--- src/rtl/fifo_pkg.sv ---
package fifo_pkg;

    typedef struct packed {
        logic full;
        logic empty;
        logic afull;
        logic aempty;
    } flag_t;

    typedef struct packed {
        logic wr;
        logic rd;
    } op_t;

    function automatic flag_t level_flags(int unsigned cnt, int unsigned depth,
                                          int unsigned af_at, int unsigned ae_below);
        flag_t f;
        f.full   = (cnt == depth);
        f.empty  = (cnt == 0);
        f.afull  = (cnt >= af_at);
        f.aempty = (cnt < ae_below);
        return f;
    endfunction

    function automatic op_t accept(logic wr_req, logic rd_req, logic full, logic empty);
        op_t o;
        o.wr = wr_req & ~full;
        o.rd = rd_req & ~empty;
        return o;
    endfunction

endpackage

--- src/rtl/fifo_ctrl.sv ---
module fifo_ctrl
    import fifo_pkg::*;
#(
    parameter int DEPTH = 8,
    parameter int AF_AT = 6,
    parameter int AE_BELOW = 3,
    localparam int ADDR_W = $clog2(DEPTH),
    localparam int CNT_W = ADDR_W + 1
) (
    input  logic              clk,
    input  logic              rst,
    input  logic              flush,
    input  logic              wr_req,
    input  logic              rd_req,
    output op_t               op,
    output logic [ADDR_W-1:0] wr_addr,
    output logic [ADDR_W-1:0] rd_addr,
    output logic [CNT_W-1:0]  count,
    output flag_t             flags
);
    localparam logic [CNT_W-1:0] ONE = CNT_W'(1);
    localparam flag_t IDLE_FLAGS = level_flags(0, DEPTH, AF_AT, AE_BELOW);

    logic [ADDR_W:0]  wr_ptr, rd_ptr;
    logic [CNT_W-1:0] count_nx;

    always_comb begin
        op = flush ? op_t'('0) : accept(wr_req, rd_req, flags.full, flags.empty);
        unique case ({op.wr, op.rd})
            2'b10:   count_nx = count + ONE;
            2'b01:   count_nx = count - ONE;
            default: count_nx = count;
        endcase
        if (flush) count_nx = '0;
    end

    assign wr_addr = wr_ptr[ADDR_W-1:0];
    assign rd_addr = rd_ptr[ADDR_W-1:0];

    always_ff @(posedge clk) begin
        if (rst || flush) begin
            wr_ptr <= '0;
            rd_ptr <= '0;
            count  <= '0;
            flags  <= IDLE_FLAGS;
        end else begin
            if (op.wr) wr_ptr <= wr_ptr + 1'b1;
            if (op.rd) rd_ptr <= rd_ptr + 1'b1;
            count <= count_nx;
            flags <= level_flags(32'(count_nx), DEPTH, AF_AT, AE_BELOW);
        end
    end

endmodule

--- src/rtl/fifo_mem.sv ---
module fifo_mem #(
    parameter int DATA_W = 8,
    parameter int DEPTH = 8,
    localparam int ADDR_W = $clog2(DEPTH)
) (
    input  logic              clk,
    input  logic              rst,
    input  logic              we,
    input  logic [ADDR_W-1:0] waddr,
    input  logic [DATA_W-1:0] wdata,
    input  logic              re,
    input  logic [ADDR_W-1:0] raddr,
    output logic [DATA_W-1:0] rdata
);
    logic [DATA_W-1:0] store [DEPTH];

    always_ff @(posedge clk) begin
        if (we) store[waddr] <= wdata;
    end

    always_ff @(posedge clk) begin
        if (rst)     rdata <= '0;
        else if (re) rdata <= store[raddr];
    end

endmodule

--- src/rtl/sync_fifo_thresh.sv ---
module sync_fifo_thresh
    import fifo_pkg::*;
#(
    parameter int DATA_W = 8,
    parameter int DEPTH = 8,
    parameter int NEAR_FULL_AT = 6,
    parameter int NEAR_EMPTY_BELOW = 3,
    parameter bit OUT_STAGE = 1'b0,
    localparam int ADDR_W = $clog2(DEPTH),
    localparam int CNT_W = ADDR_W + 1
) (
    input  logic              clk,
    input  logic              rst,
    input  logic              flush,
    input  logic              push_en,
    input  logic [DATA_W-1:0] push_data,
    input  logic              pop_en,
    output logic [DATA_W-1:0] pop_data,
    output logic              is_full,
    output logic              is_empty,
    output logic              near_full,
    output logic              near_empty,
    output logic [CNT_W-1:0]  fill_level
);
    op_t               op;
    flag_t             flg;
    logic [ADDR_W-1:0] wr_addr, rd_addr;
    logic [DATA_W-1:0] mem_q;

    fifo_ctrl #(.DEPTH(DEPTH), .AF_AT(NEAR_FULL_AT), .AE_BELOW(NEAR_EMPTY_BELOW)) u_ctrl (
        .clk(clk), .rst(rst), .flush(flush),
        .wr_req(push_en), .rd_req(pop_en),
        .op(op), .wr_addr(wr_addr), .rd_addr(rd_addr),
        .count(fill_level), .flags(flg)
    );

    fifo_mem #(.DATA_W(DATA_W), .DEPTH(DEPTH)) u_mem (
        .clk(clk), .rst(rst),
        .we(op.wr), .waddr(wr_addr), .wdata(push_data),
        .re(op.rd), .raddr(rd_addr), .rdata(mem_q)
    );

    generate
        if (OUT_STAGE) begin : g_out_reg
            logic              q_vld;
            logic [DATA_W-1:0] q_hold;
            always_ff @(posedge clk) begin
                if (rst) begin
                    q_vld  <= 1'b0;
                    q_hold <= '0;
                end else begin
                    q_vld <= op.rd;
                    if (q_vld) q_hold <= mem_q;
                end
            end
            assign pop_data = q_hold;
        end else begin : g_out_direct
            assign pop_data = mem_q;
        end
    endgenerate

    assign is_full    = flg.full;
    assign is_empty   = flg.empty;
    assign near_full  = flg.afull;
    assign near_empty = flg.aempty;

endmodule

--- config.mk ---
export PLATFORM = sky130hd
export DESIGN_NAME = sync_fifo_thresh
export DESIGN_NICKNAME = d
export VERILOG_FILES = /design/src/rtl/fifo_pkg.sv /design/src/rtl/fifo_ctrl.sv /design/src/rtl/fifo_mem.sv /design/src/rtl/sync_fifo_thresh.sv
export SDC_FILE = /design/constraint.sdc
export NUM_CORES = 1
export LEC_CHECK = 0
export ABC_AREA = 1
export BUFFER_PORTS_ARGS = -buffer_cell sky130_fd_sc_hd__buf_2
export CAP_MARGIN = 20
export CORE_ASPECT_RATIO = 1.1
export CORE_UTILIZATION = 40
export DETAILED_ROUTE_END_ITERATION = 6
export PLACE_DENSITY = 0.62
export SYNTH_ARGS = -nofsm -noshare
export SYNTH_HDL_FRONTEND = slang
export SYNTH_SLANG_ARGS = --single-unit
--- constraint.sdc ---
create_clock -name clk -period 3.8 [get_ports clk]
set_clock_uncertainty 0.15 [all_clocks]
set_input_delay 0 -clock clk [delete_from_list [all_inputs] [get_ports clk]]
set_output_delay 0 -clock clk [all_outputs]
set_load 0.02 [all_outputs]
# Word level (Yosys, flattened, before mapping)
# Memory sizes are Yosys's and may differ from the RTL's. A register that Yosys moved wholly into a read port is not among the register bits.
# Cells that the tools add are included.
# W data, S select, Z words.
[classes] mul=0 n_mux=5 bitwise=4 n_div=0 eq_ne=3 add_sub_neg=4 order_cmp=2 shifts=0 reduce_logical=2
[op_table] cell="$add A4 B1 Y4 const B" n=3
[op_table] cell="$pmux W4 S2" n=1
[op_table] cell="$eq A4 B4 Y1 const B" n=1
[op_table] cell="$ge A4 B3 Y1 const B" n=1
[op_table] cell="$logic_not A4 Y1" n=1
[op_table] cell="$lt A4 B2 Y1 const B" n=1
[op_table] cell="$mux W4" n=1
[op_table] cell="$sub A4 B1 Y4 const B" n=1
[op_table] cell="$and A1 B1 Y1" n=2
[op_table] cell="$eq A2 B1 Y1 const B" n=1
[op_table] cell="$eq A2 B2 Y1 const B" n=1
[op_table] cell="$mux W1" n=2
[op_table] cell="$mux W2" n=1
[op_table] cell="$not A1 Y1" n=2
[op_table] cell="$logic_or A1 B1 Y1" n=1
[word_totals] output_inout_bits=16 latchBits=0 memories=1 input_bits=13 ram_bits=64 wordCells=28 rom_bits=0 reg_bits=16
[memory_table] name="u_mem.store" depth=8 width=8 read_ports=1 rd_clocked_by_memory_dff=1 write_ports=1 line="fifo_mem.sv:15" text="logic [DATA_W-1:0] store [DEPTH];"

# Logic depth before layout (Yosys ltp)
# Gate-level depths: netlist of the first run.
[logic_depth] ltp_word=7 mapped_depth=15 depth_no_buf=15

# Cells and area by module
# A second synthesis of the first run with hierarchy kept.
[hier_totals] cells_unflattened=409 hier_area_um2=3902.5
[modules_own_cells] mod="fifo_mem" seq_area_each_um2=2082.0 area_per_inst_um2=3105.5 cells_per_inst=305 instances=1
[modules_own_cells] mod="fifo_ctrl" seq_area_each_um2=280.3 area_per_inst_um2=797.0 cells_per_inst=104 instances=1

# Worst setup path before layout of the first run
# No wires, ideal clock.
[synth_timing] path_kind="reg-to-reg" from="register u_ctrl.flags[2] in the netlist's numbering" to="register u_ctrl.flags[2] in the netlist's numbering" setup_slack_ns=1.633 arrival_time_ns=1.894 period_less_slack_ns=2.167 setup_time_ns=0.123 path_stages_with_launch=14 path_buffers=1 cell_sequence="dfxtp_1 inv_1 nand2_1 nor2_1 buf_2 ha_1 inv_1 nor2_1 nor3_1 inv_1 nand2_1 inv_1 a21oi_1 a21oi_1"
[synth_via] elab_chain_len=7 word_cells_on_any_way=8 classes_between="eq/ne (2); mux (3); bitwise (2); reduce/logical (1)"
[synth_lines] element="start: declaration" line="fifo_ctrl.sv:19" text="output flag_t flags"
[synth_lines] element="start signal: assignment" line="fifo_ctrl.sv:50" text="flags <= level_flags(32'(count_nx), DEPTH, AF_AT, AE_BELOW);"
[synth_lines] element="$not A1 Y1 *" line="fifo_pkg.sv:28" text="o.rd = rd_req & ~empty;"
[synth_lines] element="$and A1 B1 Y1 *" line="fifo_pkg.sv:28"
[synth_lines] element="$mux W2 *" line="fifo_ctrl.sv:28" text="op = flush ? op_t'('0) : accept(wr_req, rd_req, flags.full, flags.empty);"
[synth_lines] element="$eq A2 B1 Y1 / $eq A2 B2 Y1 (equally long branches)" line="fifo_ctrl.sv:29" text="unique case ({op.wr, op.rd})"
[synth_lines] element="$pmux W4 S2 *" line="fifo_ctrl.sv:29"
[synth_lines] element="$mux W4 *" line="fifo_ctrl.sv:34" text="if (flush) count_nx = '0;"
[synth_lines] element="$logic_not A4 Y1 *" line="fifo_pkg.sv:19" text="f.empty = (cnt == 0);"
# Every way passes the cells marked *; elsewhere a longest branch is shown, timed or not.
# A chain may end at the register's enable or synchronous reset.

# Worst setup path in the final report of the first run
[layout_timing] from="register u_ctrl.flags[3] in the netlist's numbering" to="register u_ctrl.flags[2] in the netlist's numbering"
[layout_via] elab_chain_len=7 word_cells_on_any_way=8 classes_between="eq/ne (2); mux (3); bitwise (2); reduce/logical (1)"
[layout_lines] element="$not A1 Y1 *" line="fifo_pkg.sv:27" text="o.wr = wr_req & ~full;"
[layout_lines] element="$and A1 B1 Y1 *" line="fifo_pkg.sv:27"
[layout_lines] element="$mux W2 *" line="fifo_ctrl.sv:28"
[layout_lines] element="$eq A2 B1 Y1 / $eq A2 B2 Y1 (equally long branches)" line="fifo_ctrl.sv:29"
[layout_lines] element="$pmux W4 S2 *" line="fifo_ctrl.sv:29"
[layout_lines] element="$mux W4 *" line="fifo_ctrl.sv:34"
[layout_lines] element="$logic_not A4 Y1 *" line="fifo_pkg.sv:19"
# Marks and branches as above.

==> results of run 1 <==
==> path summary, 6_finish.rpt <==
path                                      start  slack (ns)                end  depth (start not counted)
worst max-delay path            u_ctrl.flags[3]        1.66    u_ctrl.flags[2]                         13
worst max register to register  u_ctrl.flags[3]        1.66    u_ctrl.flags[2]                         13
worst min register to register   u_mem.rdata[4]        0.32     u_mem.rdata[4]                          2
worst min-delay path               push_data[1]        0.31  u_mem.store[5][1]                          2
==> cell families after synthesis <==
group,after synthesis,share of synthesized area
AO/OA/AOI/OAI,84,0.1397
XOR/XNOR,1,0.002533
adder cells (fa/ha/maj),4,0.01447
buffers and inverters,36,0.04125
flip-flops,86,0.6831
AND/OR/NAND/NOR,96,0.1190
==> routing by layer <==
layer,vias to the layer above,wire (um)
li1,1174,-
met1,1122,3513
met2,46,3549
met3,6,280
met4,0,83
met5,-,0
==> synth_stat cells <==
master	count	area share
nand2_1	30	0.033
buf_2	6	0.0087
nor3_1	1	0.0014
nor2_2	1	0.0018
ha_1	4	0.014
o211ai_1	8	0.017
o221ai_1	8	0.020
dfxtp_1	22	0.13
nand3_4	1	0.0051
inv_2	1	0.0011
nand2_2	3	0.0054
clkinv_1	2	0.0022
inv_1	22	0.024
o22ai_1	8	0.014
nand4_1	1	0.0018
nand3_2	3	0.0087
clkbuf_1	5	0.0054
nand3_1	4	0.0058
a211oi_1	1	0.0022
a21oi_1	19	0.027
o21ai_0	40	0.058
nor2_1	52	0.056
xor2_1	1	0.0025
edfxtp_1	64	0.56
==> power by group through the flow <==
stage / Sequential, mW / Combinational, mW / Clock, mW
3_5_place_dp: 1.05 / 0.0920 / 0
6_report: 1.03 / 0.101 / 0.686
3_3_place_gp: 1.05 / 0.0905 / 0
2_1_floorplan: 1.05 / 0.0501 / 0
5_1_grt: 1.03 / 0.113 / 0.740
4_1_cts: 1.03 / 0.102 / 0.699
==> worst max-delay path: stages (launching register included) <==
cell and delay (ns):
dfxtp_1 0.34, inv_1 0.07, nand2_1 0.13, nand4_1 0.16
nand2_1 0.12, inv_1 0.05, ha_1 0.26, nor2_1 0.04
nor3_1 0.28, inv_1 0.10, nand2_1 0.07, inv_1 0.05
a21oi_1 0.14, a21oi_1 0.06
==> flip-flops by register name, indices dropped and copies added, names as in the netlist <==
register / cells
u_ctrl.flags: 4
u_ctrl.count: 4
u_mem.store: 64
u_ctrl.rd_ptr: 3
u_ctrl.wr_ptr: 3
u_mem.rdata: 8
==> final cells by class <==
class	instances	area [sq um]	share of cell area
tap	111	138.9	0.03441
clock inverter	6	85.08	0.02108
inverter	25	93.84	0.02325
timing repair buffer	42	275.3	0.06820
sequential	86	2362	0.5852
multi-input combinational	185	953.4	0.2362
clock buffer	10	127.6	0.03162
==> stage by stage <==
| step | power (mW) | cell area (sq um) | setup WS (ns) | util |
|---|---|---|---|---|
| 2_1_floorplan | 1.104 | 3458 | 1.633 | - |
| 6_report | 1.814 | 4036 | 1.665 | 0.4826 |
| 4_1_cts | 1.827 | 4036 | 1.656 | 0.4826 |
| 3_3_place_gp | 1.138 | 3704 | 1.683 | 0.4428 |
| 5_1_grt | 1.880 | 4036 | 1.435 | 0.4826 |
| 3_5_place_dp | 1.140 | 3704 | 1.685 | 0.4428 |
==> run summary, run 1 <==
status = finished, final reports clean
setup TNS = 0 ns
Clock Latency Late Sink = 0.34 ns
Power Density = 449.4 nW/um^2
post-CTS setup buffer count = 0
logic gate share of total power = 0.056
period utilization = 0.5620
RePlAce Congestion = 0.7856
GRT Residual Overflow = 0
met1 GRT Util = 0.2280
relative slew slack = 0.3564
min cycle time layout = 2.135 ns
Initial Utilization = 0.4135
fmax = 0.4683 GHz
Hold Buf Count CTS = 12
core region area = 8364 sq um
Hold Violations, Final = 0
Post-DRT Antenna Nets = 0
n_diodes = 0
commonest non-fill, non-tap cell in the layout = edfxtp_1
sequential share of power = 0.566
Reg clk slew, reported paths = 0.09 ns
largest net degree at the start of global routing = 35
HP Class = primary input to flip-flop
WL final = 7426 um
TritonCTS clock tree = done
# DRC = 0
die height = 99.52 um
GR peak layer = met2
cells after synthesis = 307
WP data required = 3.89 ns
DR WL/cell = 15.97 um
initial DRC count = 165
DP Cell Count = 437
Leakage = 1.478 nW
worst-case vdd ir drop = 181.8 uV
Synth Register Bits = 86
worst-margin pin slew = 0.9618 ns
row count = 35
die width = 90.66 um
final hold slack = 0.3101 ns
# IOs = 29
layout net count = 366
max_cap viols = 0
Setup violations, final = 0
Root Driver = clkbuf_8
P&R area growth vs syn = 16.71%
total die area = 9022 sq um
DRT Pass-1 Iters = 4
gr usage total = 0.1715
crit path DAT = 2.22 ns
Pint = 1.425 mW
Sink Count = 86
Unique masters post-synth = 24
share of cells above drive strength 1 = 0.1497
Worst Setup Start Kind = flip-flop
Final Instance Count excl. Fillers = 465
switching share of power = 0.2142
CTS HTree Levels = 3
fill cell count = 763
first-pass GRT wire length = 11560 um
Post-DP HPWL = 4687 um
yosys warns = 0
post_cts resized = 0
max-slew violation count = 0
total number of vias = 2348
antenna violations before repair = 0
Worst setup EP type = flip-flop
worst-case clock buffer depth = 2
Post-Syn Nets = 324
M3 GR Usage = 0.03899
drt via density = 5.049
most frequent cells in the layout = edfxtp_1, nor2_1, o21ai_0
Post-Syn Area = 3458 sq um
sequential area share after synthesis = 0.6831
Worst Path Class, Setup = flip-flop to flip-flop
CTS Buf Count = 9
synthesized area per cell = 11.26 sq um
share of total power in the clock network = 0.378
Sw Pwr = 0.3885 mW
met2 usage = 0.2739
RSZ-0062 raised after global routing = false
port bufs = 28
number of global-route vias before repair = 2193
CP Max Fanout = 3
Note: power is estimated with default switching activity, not from simulation.
==> inputs of run 2 (changes only) <==
PLACE_DENSITY = 0.64   (was 0.62)
clock period = 1.9 ns   (was 3.8 ns; I/O delays follow)
==> run 2 against run 1 <==
Compared with the run above:
- register-to-register slack worse by 1.6 ns
- design area grew 6.9%
- sequential share of layout area decreased by 3.6 points
- largest power group unchanged
- highest routed layer unchanged
==> run summary, run 2 (synthesized netlist as in run 1, its figures left out) <==
port bufs = 28
total die area = 9022 sq um
CTS Buf Count = 9
Power Density = 829.8 nW/um^2
largest net degree at the start of global routing = 34
worst setup path endpoint = u_ctrl.flags[2]
logic gate share of total power = 0.068
Place WS = 0.01022 ns
path depth of the worst reg2reg path = 12
WL final = 7171 um
relative slew slack = 0.7608
fill cell count = 749
Worst Path Class, Setup = flip-flop to flip-flop
number of global-route vias before repair = 2324
CTS HTree Levels = 3
fmax = 0.5426 GHz
Setup violations, final = 0
Post-DRT Antenna Nets = 0
final worst setup slack = 0.05690 ns
WP data required = 2.00 ns
max_cap viols = 0
DP Area = 3906 sq um
Final Instance Count excl. Fillers = 490
gr usage total = 0.1654
worst-case clock buffer depth = 2
switching share of power = 0.2299
flop2flop setup slack = 0.06 ns
worst-margin pin slew = 0.3575 ns
RePlAce Congestion = 0.7813
Clock Latency Late Sink = 0.35 ns
row count = 35
crit path DAT = 1.94 ns
# IOs = 29
most frequent cells in the layout = edfxtp_1, nor2_1, o21ai_0
first-pass GRT wire length = 11180 um
CP Max Fanout = 3
Largest Register = u_mem.store
DR WL/cell = 14.63 um
HP Class = flip-flop to flip-flop
DRT Pass-1 Iters = 4
die height = 99.52 um
core region area = 8364 sq um
commonest non-fill, non-tap cell in the layout = edfxtp_1
setup TNS = 0 ns
met2 usage = 0.2657
Largest regs = u_mem.store: 64 flops, u_mem.rdata: 8 flops
final hold slack = 0.3091 ns
Sw Pwr = 0.8228 mW
P&R area growth vs syn = 24.71%
status = finished, final reports clean
GRT Residual Overflow = 0
die width = 90.66 um
drt via density = 5.039
M3 GR Usage = 0.03440
max-slew violation count = 0
RSZ-0062 raised after global routing = true
Hold Violations, Final = 0
Sink Count = 86
antenna violations before repair = 0
GR peak layer = met2
n_diodes = 0
worst-case vdd ir drop = 442.3 uV
initial DRC count = 114
TritonCTS clock tree = done
Design Area, Final = 4313 sq um
Worst setup EP type = flip-flop
Pint = 2.756 mW
met1 GRT Util = 0.2174
layout net count = 391
DP Cell Count = 459
Leakage = 1.598 nW
Util after Layout = 0.5156
max reg flops = 64
Worst Setup Start Kind = flip-flop
sequential share of power = 0.574
Post-DP HPWL = 4752 um
CP Launch Point = u_ctrl.flags[2]
Root Driver = clkbuf_8
Reg clk slew, reported paths = 0.10 ns
total number of vias = 2469
share of total power in the clock network = 0.359
Tot Pwr = 3.579 mW
capturing point of the worst reg2reg path = u_ctrl.flags[2]
Initial Utilization = 0.4135
share of cells above drive strength 1 = 0.2639
period utilization = 0.9701
FF-to-FF Start = u_ctrl.flags[2]
min cycle time layout = 1.843 ns
# DRC = 0
run 2: worst min path at each step:
stage | start | endpoint | slack (ns) | depth (start not counted)
floorplan | push_data[0] | u_mem.store[0][0] | -0.05 | 0
global placement | push_data[7] | u_mem.store[5][7] | 0.13 | 1
detailed placement | push_data[0] | u_mem.store[4][0] | 0.14 | 1
CTS | push_data[0] | u_mem.store[5][0] | 0.30 | 2
global route | push_data[0] | u_mem.store[5][0] | 0.31 | 2
finish | u_mem.rdata[7] | u_mem.rdata[7] | 0.31 | 2
run 2: area by class of cell:
type / instances / area (sq um) / share of cell area
Tap cell: 111 / 138.9 / 0.03220
Sequential cell: 86 / 2369 / 0.5492
Clock buffer: 9 / 123.9 / 0.02872
Multi-Input combinational cell: 185 / 1037 / 0.2405
Inverter: 25 / 101.3 / 0.02350
Timing Repair Buffer: 67 / 465.4 / 0.1079
Clock inverter: 7 / 77.57 / 0.01799
run 2: critical path, stage by stage (launching register included):
cell,delay (ns)
dfxtp_4,0.37
nor2_4,0.09
nand4_1,0.14
nand2_2,0.10
inv_2,0.04
ha_4,0.26
nor2_4,0.04
nor3_4,0.17
inv_1,0.07
nand2_1,0.07
inv_2,0.05
a21oi_2,0.14
a21oi_2,0.04
run 2: power groups by stage:
stage | Sequential (mW) | Combinational (mW) | Clock (mW)
CTS | 2.05 | 0.225 | 1.31
finish | 2.05 | 0.243 | 1.28
global route | 2.06 | 0.268 | 1.40
floorplan | 2.11 | 0.109 | 0
detailed placement | 2.09 | 0.205 | 0
global placement | 2.09 | 0.201 | 0
run 2: repair_timing:
item | 4_1_cts | 5_1_grt
buffers inserted | 0 | 3
hold buffers | 12 | 0
resized for setup | 1 | 20
pin swaps | 0 | 9
hold endpoints to repair | 80 | 0
setup endpoints to repair | 1 | 4
run 2: layer usage:
layer	up-vias	wire length (um)
li1	1231	-
met4	0	30
met3	4	332
met5	-	0
met2	50	3615
met1	1184	3193
